File: src/rtl/line_window_pkg.sv
package line_window_pkg;
  typedef enum logic [1:0] {
    CAL_IDLE  = 2'd0,
    CAL_ARMED = 2'd1,
    CAL_RUN   = 2'd2
  } cal_phase_e;
endpackage

File: src/rtl/lw_exp_reg.sv
module lw_exp_reg #(
  parameter int MAX_EXP = 8,
  parameter int WR_W    = 16,
  parameter int EXP_W   = 4
) (
  input  logic             clk,
  input  logic             rst,
  input  logic             wr_en,
  input  logic [WR_W-1:0]  wr_data,
  input  logic             win_start,
  output logic [EXP_W-1:0] active_exp
);
  logic [EXP_W-1:0] pend_q, wr_sat, pend_next, active_q;

  // Clamp oversize writes to the largest legal exponent
  always_comb begin
    if (wr_data > WR_W'(MAX_EXP)) wr_sat = EXP_W'(MAX_EXP);
    else                          wr_sat = wr_data[EXP_W-1:0];
    pend_next = wr_en ? wr_sat : pend_q;
  end

  always_ff @(posedge clk) begin
    if (rst) begin
      pend_q   <= '0;
      active_q <= '0;
    end else begin
      pend_q <= pend_next;
      if (win_start) active_q <= pend_next;
    end
  end

  assign active_exp = active_q;

  assert_exp_sat_R2: assert property (@(posedge clk) disable iff (rst)
    active_q <= EXP_W'(MAX_EXP));

  assert_exp_deferred_R3: assert property (@(posedge clk) disable iff (rst)
    !win_start |=> $stable(active_q));
endmodule

File: src/rtl/lw_cycle_counter.sv
module lw_cycle_counter #(
  parameter int CNT_W = 8,
  parameter int EXP_W = 4
) (
  input  logic             clk,
  input  logic             rst,
  input  logic             tick,
  input  logic             restart,
  input  logic [EXP_W-1:0] exp_i,
  output logic [CNT_W-1:0] cnt,
  output logic             last_hit
);
  logic [CNT_W:0]   span;
  logic [CNT_W-1:0] last_idx, cnt_q;

  always_comb begin
    span     = (CNT_W+1)'(1) << exp_i;
    last_idx = CNT_W'(span - (CNT_W+1)'(1));
    last_hit = tick && (cnt_q == last_idx);
  end

  always_ff @(posedge clk) begin
    if (rst)           cnt_q <= '0;
    else if (restart)  cnt_q <= '0;
    else if (tick)     cnt_q <= last_hit ? '0 : cnt_q + CNT_W'(1);
  end

  assign cnt = cnt_q;

  assert_cnt_bound_R4: assert property (@(posedge clk) disable iff (rst)
    cnt_q <= last_idx);

  assert_cnt_step_R4: assert property (@(posedge clk) disable iff (rst)
    (tick && !restart && !last_hit) |=> cnt_q == $past(cnt_q) + CNT_W'(1));

  assert_cnt_hold_R4: assert property (@(posedge clk) disable iff (rst)
    (!tick && !restart) |=> $stable(cnt_q));

  assert_cnt_wrap_R4: assert property (@(posedge clk) disable iff (rst)
    last_hit |=> cnt_q == '0);
endmodule

File: src/rtl/lw_cal_gate.sv
module lw_cal_gate
  import line_window_pkg::*;
(
  input  logic clk,
  input  logic rst,
  input  logic ctl_wr,
  input  logic mode_in,
  input  logic upd_in,
  input  logic tick,
  input  logic window_done,
  output logic update_en,
  output logic cal_update,
  output logic restart
);
  logic       mode_q, upd_q;
  cal_phase_e phase_q;
  logic       run_end, mode_fall, arm_tick;

  always_comb begin
    run_end   = (phase_q == CAL_RUN) && window_done;
    mode_fall = ctl_wr && mode_q && !mode_in;
    arm_tick  = (phase_q == CAL_ARMED) && tick && !ctl_wr;
    update_en = mode_q ? run_end : window_done;
    restart   = mode_fall || arm_tick;
  end

  always_ff @(posedge clk) begin
    if (rst) begin
      mode_q  <= 1'b0;
      upd_q   <= 1'b0;
      phase_q <= CAL_IDLE;
    end else if (ctl_wr) begin
      mode_q <= mode_in;
      upd_q  <= upd_in;
      if (mode_in && upd_in)
        phase_q <= (phase_q == CAL_IDLE) ? CAL_ARMED : phase_q;
      else
        phase_q <= CAL_IDLE;
    end else begin
      case (phase_q)
        CAL_ARMED: if (tick) phase_q <= CAL_RUN;
        CAL_RUN: if (window_done) begin
          phase_q <= CAL_IDLE;
          upd_q   <= 1'b0;
        end
        default: phase_q <= CAL_IDLE;
      endcase
    end
  end

  assign cal_update = upd_q;

  assert_upd_needs_done_R6: assert property (@(posedge clk) disable iff (rst)
    update_en |-> window_done);

  assert_frozen_R7: assert property (@(posedge clk) disable iff (rst)
    (mode_q && !upd_q) |-> !update_en);

  assert_oneshot_clear_R9: assert property (@(posedge clk) disable iff (rst)
    (mode_q && update_en && !ctl_wr) |=> !upd_q);

  assert_clear_cause_R9: assert property (@(posedge clk) disable iff (rst)
    $fell(upd_q) |-> ($past(ctl_wr) || $past(update_en)));

  assert_mode_exit_R11: assert property (@(posedge clk) disable iff (rst)
    mode_fall |=> (phase_q == CAL_IDLE));
endmodule

File: src/rtl/line_window_ctrl.sv
module line_window_ctrl #(
  parameter int MAX_EXP = 8,
  parameter int WR_W    = 16
) (
  input  logic               clk,
  input  logic               rst,
  input  logic               line_tick,
  input  logic               exp_wr,
  input  logic [WR_W-1:0]    exp_wr_data,
  input  logic               ctl_wr,
  input  logic               ctl_mode,
  input  logic               ctl_update,
  output logic [MAX_EXP-1:0] cycle_count,
  output logic               window_done,
  output logic               update_en,
  output logic               cal_update
);
  localparam int EXP_W = $clog2(MAX_EXP + 1);
  localparam int CNT_W = MAX_EXP;

  logic [EXP_W-1:0] active_exp;
  logic             last_hit, restart, win_start;

  assign win_start   = last_hit || restart;
  assign window_done = last_hit;

  lw_exp_reg #(.MAX_EXP(MAX_EXP), .WR_W(WR_W), .EXP_W(EXP_W)) u_exp (
    .clk(clk), .rst(rst), .wr_en(exp_wr), .wr_data(exp_wr_data),
    .win_start(win_start), .active_exp(active_exp)
  );

  lw_cycle_counter #(.CNT_W(CNT_W), .EXP_W(EXP_W)) u_cnt (
    .clk(clk), .rst(rst), .tick(line_tick), .restart(restart),
    .exp_i(active_exp), .cnt(cycle_count), .last_hit(last_hit)
  );

  lw_cal_gate u_cal (
    .clk(clk), .rst(rst), .ctl_wr(ctl_wr), .mode_in(ctl_mode),
    .upd_in(ctl_update), .tick(line_tick), .window_done(last_hit),
    .update_en(update_en), .cal_update(cal_update), .restart(restart)
  );

  assert_done_on_tick_R5: assert property (@(posedge clk) disable iff (rst)
    window_done |-> line_tick);
endmodule

File: config.mk
export PLATFORM = sky130hd
export DESIGN_NAME = line_window_ctrl
export DESIGN_NICKNAME = d
export VERILOG_FILES = /design/src/rtl/line_window_pkg.sv /design/src/rtl/lw_exp_reg.sv /design/src/rtl/lw_cycle_counter.sv /design/src/rtl/lw_cal_gate.sv /design/src/rtl/line_window_ctrl.sv
export SDC_FILE = /design/constraint.sdc
export NUM_CORES = 1
export LEC_CHECK = 0
export BUFFER_PORTS_ARGS = -buffer_cell sky130_fd_sc_hd__buf_2
export CAP_MARGIN = 20
export CORE_UTILIZATION = 40
export CTS_BUF_LIST = sky130_fd_sc_hd__clkbuf_2
export DETAILED_ROUTE_END_ITERATION = 8
export HOLD_SLACK_MARGIN = 0.06
export SLEW_MARGIN = 10
export SYNTH_ARGS = -nofsm -noshare
export SYNTH_HDL_FRONTEND = slang
export SYNTH_HIERARCHICAL = 1
export SYNTH_SLANG_ARGS = --single-unit
File: constraint.sdc
create_clock -name clk -period 8 [get_ports clk]
set_input_delay 1.2 -clock clk [delete_from_list [all_inputs] [get_ports clk]]
set_output_delay 1.2 -clock clk [all_outputs]
set_load 0.005 [all_outputs]
# == Yosys cells after proc, flatten, opt, wreduce, memory -nomap -nowiden ==
# Cells that the tools add are included.
# W data, S select, Z words.
# word_totals
word_cells,46
out_inout_bits,11
regBits,20
in_bits,23
# classes
n_lt_le_gt_ge,1
n_reduce_logical,17
n_addsub,2
n_eq_ne,6
shifts,1
n_mux,13
# ops
op,n
$gt A16 B4 Y1 const B,1
$mux W2,5
$ne A3 B3 Y1 const B,3
$add A8 B1 Y8 const B,1
$eq A8 B8 Y1,1
$mux W4,2
$mux W8,1
$shl A1 B4 Y8 const A,1
$sub A8 B1 Y8 const B,1
$logic_and A1 B1 Y1,7
$mux W1,4
$pmux W2 S2,1
$reduce_bool A2 Y1,2
$reduce_and A3 Y1,1
$eq A2 B1 Y1 const B,1
$eq A2 B2 Y1 const B,1
$logic_not A1 Y1,2
$logic_not A2 Y1,1
$logic_or A1 B1 Y1,2
$reduce_and A2 Y1,1
$reduce_or A2 Y1,1

# == Depth between registers and ports, before layout ==
# logic_depth
depth_word,7
depth_mapped,13
mapped_depth_nobuf,11

# == Hierarchy ==
# Netlist, hierarchy kept.
# modules_own_cells
mod,seq_area_each_um2,cells_each,area_each_um2,n_inst
lw_cycle_counter,160.2,73,651.9,1
lw_exp_reg,160.2,42,422.9,1
lw_cal_gate,80.1,26,246.5,1
line_window_ctrl,0.0,1,6.3,1

# == Least setup slack after synthesis ==
# No wires, ideal clock.
# synth_path
path_type,register to output
startpoint,register u_exp.active_q[2] (netlist: u_exp/active_exp[2])
endpoint,output port update_en
path_stages_with_launch,10
arrival_time_ns,2.474
t_required_ns,6.800
setup_slack_ns,4.326
n_path_buf,1
cell_sequence,dfxtp_1 -> buf_6 -> or4_4 -> ha_1 -> xnor2_1 -> xnor2_1 -> nor4_4 -> nor3b_4 -> inv_1 -> a21oi_1
# synth_between
elab_chain_len,6
# synth_lines
element,line,source
"start, declared",lw_exp_reg.sv:13,"logic [EXP_W-1:0] pend_q, wr_sat, pend_next, active_q;"
"start signal, assigned",lw_exp_reg.sv:28,if (win_start) active_q <= pend_next;
$shl A1 B4 Y8 *,lw_cycle_counter.sv:17,span = (CNT_W+1)'(1) << exp_i;
$sub A8 B1 Y8 *,lw_cycle_counter.sv:18,last_idx = CNT_W'(span - (CNT_W+1)'(1));
$eq A8 B8 Y1 *,lw_cycle_counter.sv:19,last_hit = tick && (cnt_q == last_idx);
$logic_and A1 B1 Y1 *,lw_cycle_counter.sv:19,
net window_done,line_window_ctrl.sv:14,"output logic window_done,"
$logic_and A1 B1 Y1,lw_cal_gate.sv:20,run_end = (phase_q == CAL_RUN) && window_done;
$mux W1 *,lw_cal_gate.sv:23,update_en = mode_q ? run_end : window_done;
"end, declared",line_window_ctrl.sv:15,"output logic update_en,"
# Mark *: on every way through the listed nets, which the timed path passes. The rest lies on a longest branch.

# == Worst setup path in the final report ==
# layout_path
startpoint,register u_exp.active_q[2] (netlist: u_exp/active_exp[2])
endpoint,output port update_en
# layout_between
elab_chain_len,6
# layout_lines
element,line
$shl A1 B4 Y8 *,lw_cycle_counter.sv:17
$sub A8 B1 Y8 *,lw_cycle_counter.sv:18
$eq A8 B8 Y1 *,lw_cycle_counter.sv:19
$logic_and A1 B1 Y1 *,lw_cycle_counter.sv:19
$logic_and A1 B1 Y1,lw_cal_gate.sv:20
$mux W1 *,lw_cal_gate.sv:23
# Mark *: on every way between the ends. The rest lies on a longest branch, timed or not.

==> run metrics <==
clock buffer depth=2; first-pass GRT wire length=approximately 4600 um; Post-synth top flop=dfxtp_1; final wirelength=2650 um; Max FO, Critical Path=10; Worst Slack Setup Final=3.66 ns; Seq/Total Area, Yosys=between 30% and 40%; cell taking the most area after synthesis=dfxtp_1; Synth top cells by count=dfxtp_1, nor3_1, nand2_1; crit path buf inv count=2; yosys synthesis warning count=6; Post-synth ARST share=0%; RSZ-0062 raised after global routing=no; Critical Path Source Type=flip-flop; largest net degree at the start of global routing=22; row cnt=20; synthesized flop and latch total=20; Critical Path RT=6.80 ns; Leak=0.000602 uW; WP depth=9; vias in the first global route=1041; clock net sink count=20; top post-synthesis cells by area=dfxtp_1, nor3_1, xnor2_1, xor2_1, nor4b_4; Worst-Margin Slew=0.568 ns; Mapped Nets=167; share of post-route cells with drive strength above 1=a little under a third; area grow syn2layout=16.4%; EDFF count, synth=0; Worst Clk Skew=between 0.007 and 0.008 ns; count of buffers from port buffering=33; Initial Util=42.8%; clk root buf=clkbuf_2; Max H-tree Level=1; Core Area=around 0.0031 mm^2; Die Wd=between 50 and 60 um; period utilization=54.2%; Ports=34; CP max stage cell=or4_4; final hold viol count=0; Netlist cell types=53; crit-path max cell delay=0.58 ns; Worst Hold Class=reg2reg; status=finished clean; peak supply drop=0.132 mV; Worst Path Arrival=between 3 and 4 ns; clk_lat worst skew=between 0.3 and 0.4 ns; critical path's top delay family=simple AND/OR/NAND/NOR gates; critical path endpoint category=primary output; DR vias/cell=between 5 and 6; Mapped Area=between 0.001 and 0.0015 mm^2; Final GP Congestion=between 0.7 and 0.8; critical path cell sequence=or4_4 -> ha_1 -> xnor2_1 -> xnor2_1 -> nor4_4 -> nor3b_4 -> inv_1 -> a21oi_1 -> buf_2; hold bufs inserted after CTS=0; Avg Cell Area, Syn=9.35 um^2; 1st-pass router iterations=4; DRC Markers=0; height of the die=approximately 60 um; CTS tree=built; Fillers=roughly 330; Setup Viol. Count Final=0; total CTS buffers=3; number of max-cap violations=0; Worst path most repeated cell=xnor2_1; initial antenna violation count=0; GR Util All Layers=16.9%; Via Count=1134; crit path kind=reg2out; cells after synthesis=around 140; clock transition at the registers of the reported paths=0.21 ns; power per cell area=210 mW/mm^2; most common cell in the netlist=dfxtp_1; Final nets=197; Post-CTS Setup Repair Bufs=0; Iter 0 DRT Violations=26; Relative slew margins=61.8%; Final min period=between 4 and 5 ns; post-cts gate resize count=0; Yosys top cell area share=30.2%; Final Max Slew Viols=0; pre-CTS setup slack=4.08 ns; DIE AREA=approximately 0.0036 mm^2; hold depth=2; Total Negative Setup Slacks=0 ns; ant diodes=0; Final HPWL DP=2020 um; Register-to-Register Path Depth=10; fmax=230 MHz; Routed WL per cell=12.3 um; total grt overflow=0; post-route ant nets=0
[worst min-delay path: stages (launching register included)]
cell     delay [ns]
dfxtp_1        0.36
inv_1          0.05
o32ai_1        0.07
[report_power, final]
group / total (uW) / leakage (uW) / switching (uW) / internal (uW)
registers: 120 / 0.000162 / 14.1 / 106
logic: 126 / 0.000413 / 70.4 / 55.9
clock network: 77.6 / 0.0000266 / 34.5 / 43.1
[final cells by class]
| type | instances | area [um^2] | share of cell area, % |
|---|---|---|---|
| inverter | 5 | 18.8 | 1.21 |
| clock inverter | 1 | 30.0 | 1.94 |
| sequential | 20 | 400 | 25.9 |
| multi-input combinational | 109 | 861 | 55.7 |
| clock buffer | 3 | 15.0 | 0.972 |
| tap | 44 | 55.1 | 3.56 |
| timing repair buffer | 33 | 165 | 10.7 |
[logic make-up (layout without fill, tap and decap cells)]
group / Yosys count / in the layout / synth area share, %
buffers and inverters: 13 / 42 / 5.00
muxes: 1 / 1 / 0.754
xor gates and xnor gates: 12 / 12 / 7.92
AOI/OAI and AO/OA: 30 / 30 / 18.2
adders and majority gates: 2 / 2 / 1.88
DFF: 20 / 20 / 30.2
and+or+nand+nor: 64 / 64 / 36.1
[flip-flops by register name, indices dropped and copies added (netlist names)]
| register | count |
|---|---|
| u_cal/cal_update | 1 |
| u_cal/mode_q | 1 |
| u_cal/phase_q | 2 |
| u_cnt/cnt | 8 |
| u_exp/active_exp | 4 |
| u_exp/pend_q | 4 |
[cells in the final DEF, fill, tap and decap left out, types with 4 or more instances in the layout]
cell | netlist | layout
xor2_1 | 6 | 6
nand2_1 | 7 | 7
inv_1 | 5 | 5
nand2b_1 | 6 | 6
nor2_1 | 5 | 5
buf_2 | 2 | 33
a21oi_1 | 4 | 4
dfxtp_1 | 20 | 20
xnor2_1 | 6 | 6
nor3_1 | 11 | 11
o31ai_1 | 4 | 4
nor3b_1 | 5 | 5
[worst paths after layout]
path,slack [ns],endpoint,start
worst max register to register,4.68,u_exp/active_exp[1],u_exp/active_exp[2]
worst min register to register,0.50,u_exp/pend_q[1],u_exp/pend_q[1]
worst min-delay path,0.50,u_exp/pend_q[1],u_exp/pend_q[1]
worst max-delay path,3.66,update_en,u_exp/active_exp[2]
[through the flow]
| stage | cell area [um^2] | power (uW) | std cells | util [%] | hold slack [ns] |
|---|---|---|---|---|---|
| 2_1_floorplan | 1330 | 217 | 142 | - | 0.453 |
| 3_3_place_gp | 1500 | 247 | 211 | 48.3 | 0.467 |
| 3_5_place_dp | 1500 | 248 | 211 | 48.3 | 0.471 |
| 4_1_cts | 1550 | 326 | 215 | 49.8 | 0.497 |
| 5_1_grt | 1550 | 349 | 215 | 49.8 | 0.517 |
| 6_report | 1550 | 324 | 215 | 49.8 | 0.498 |
[per-layer routing]
metal	wire (um)	share of wire, %	vias to the layer above	track usage [%]
met3	129	4.9	0	4.15
met1	1330	50	518	23.7
met5	0	0	-	0
met2	1190	45	36	27.1
li1	-	-	580	-
met4	0	0	0	1.99
(Power assumes the default switching activity.)
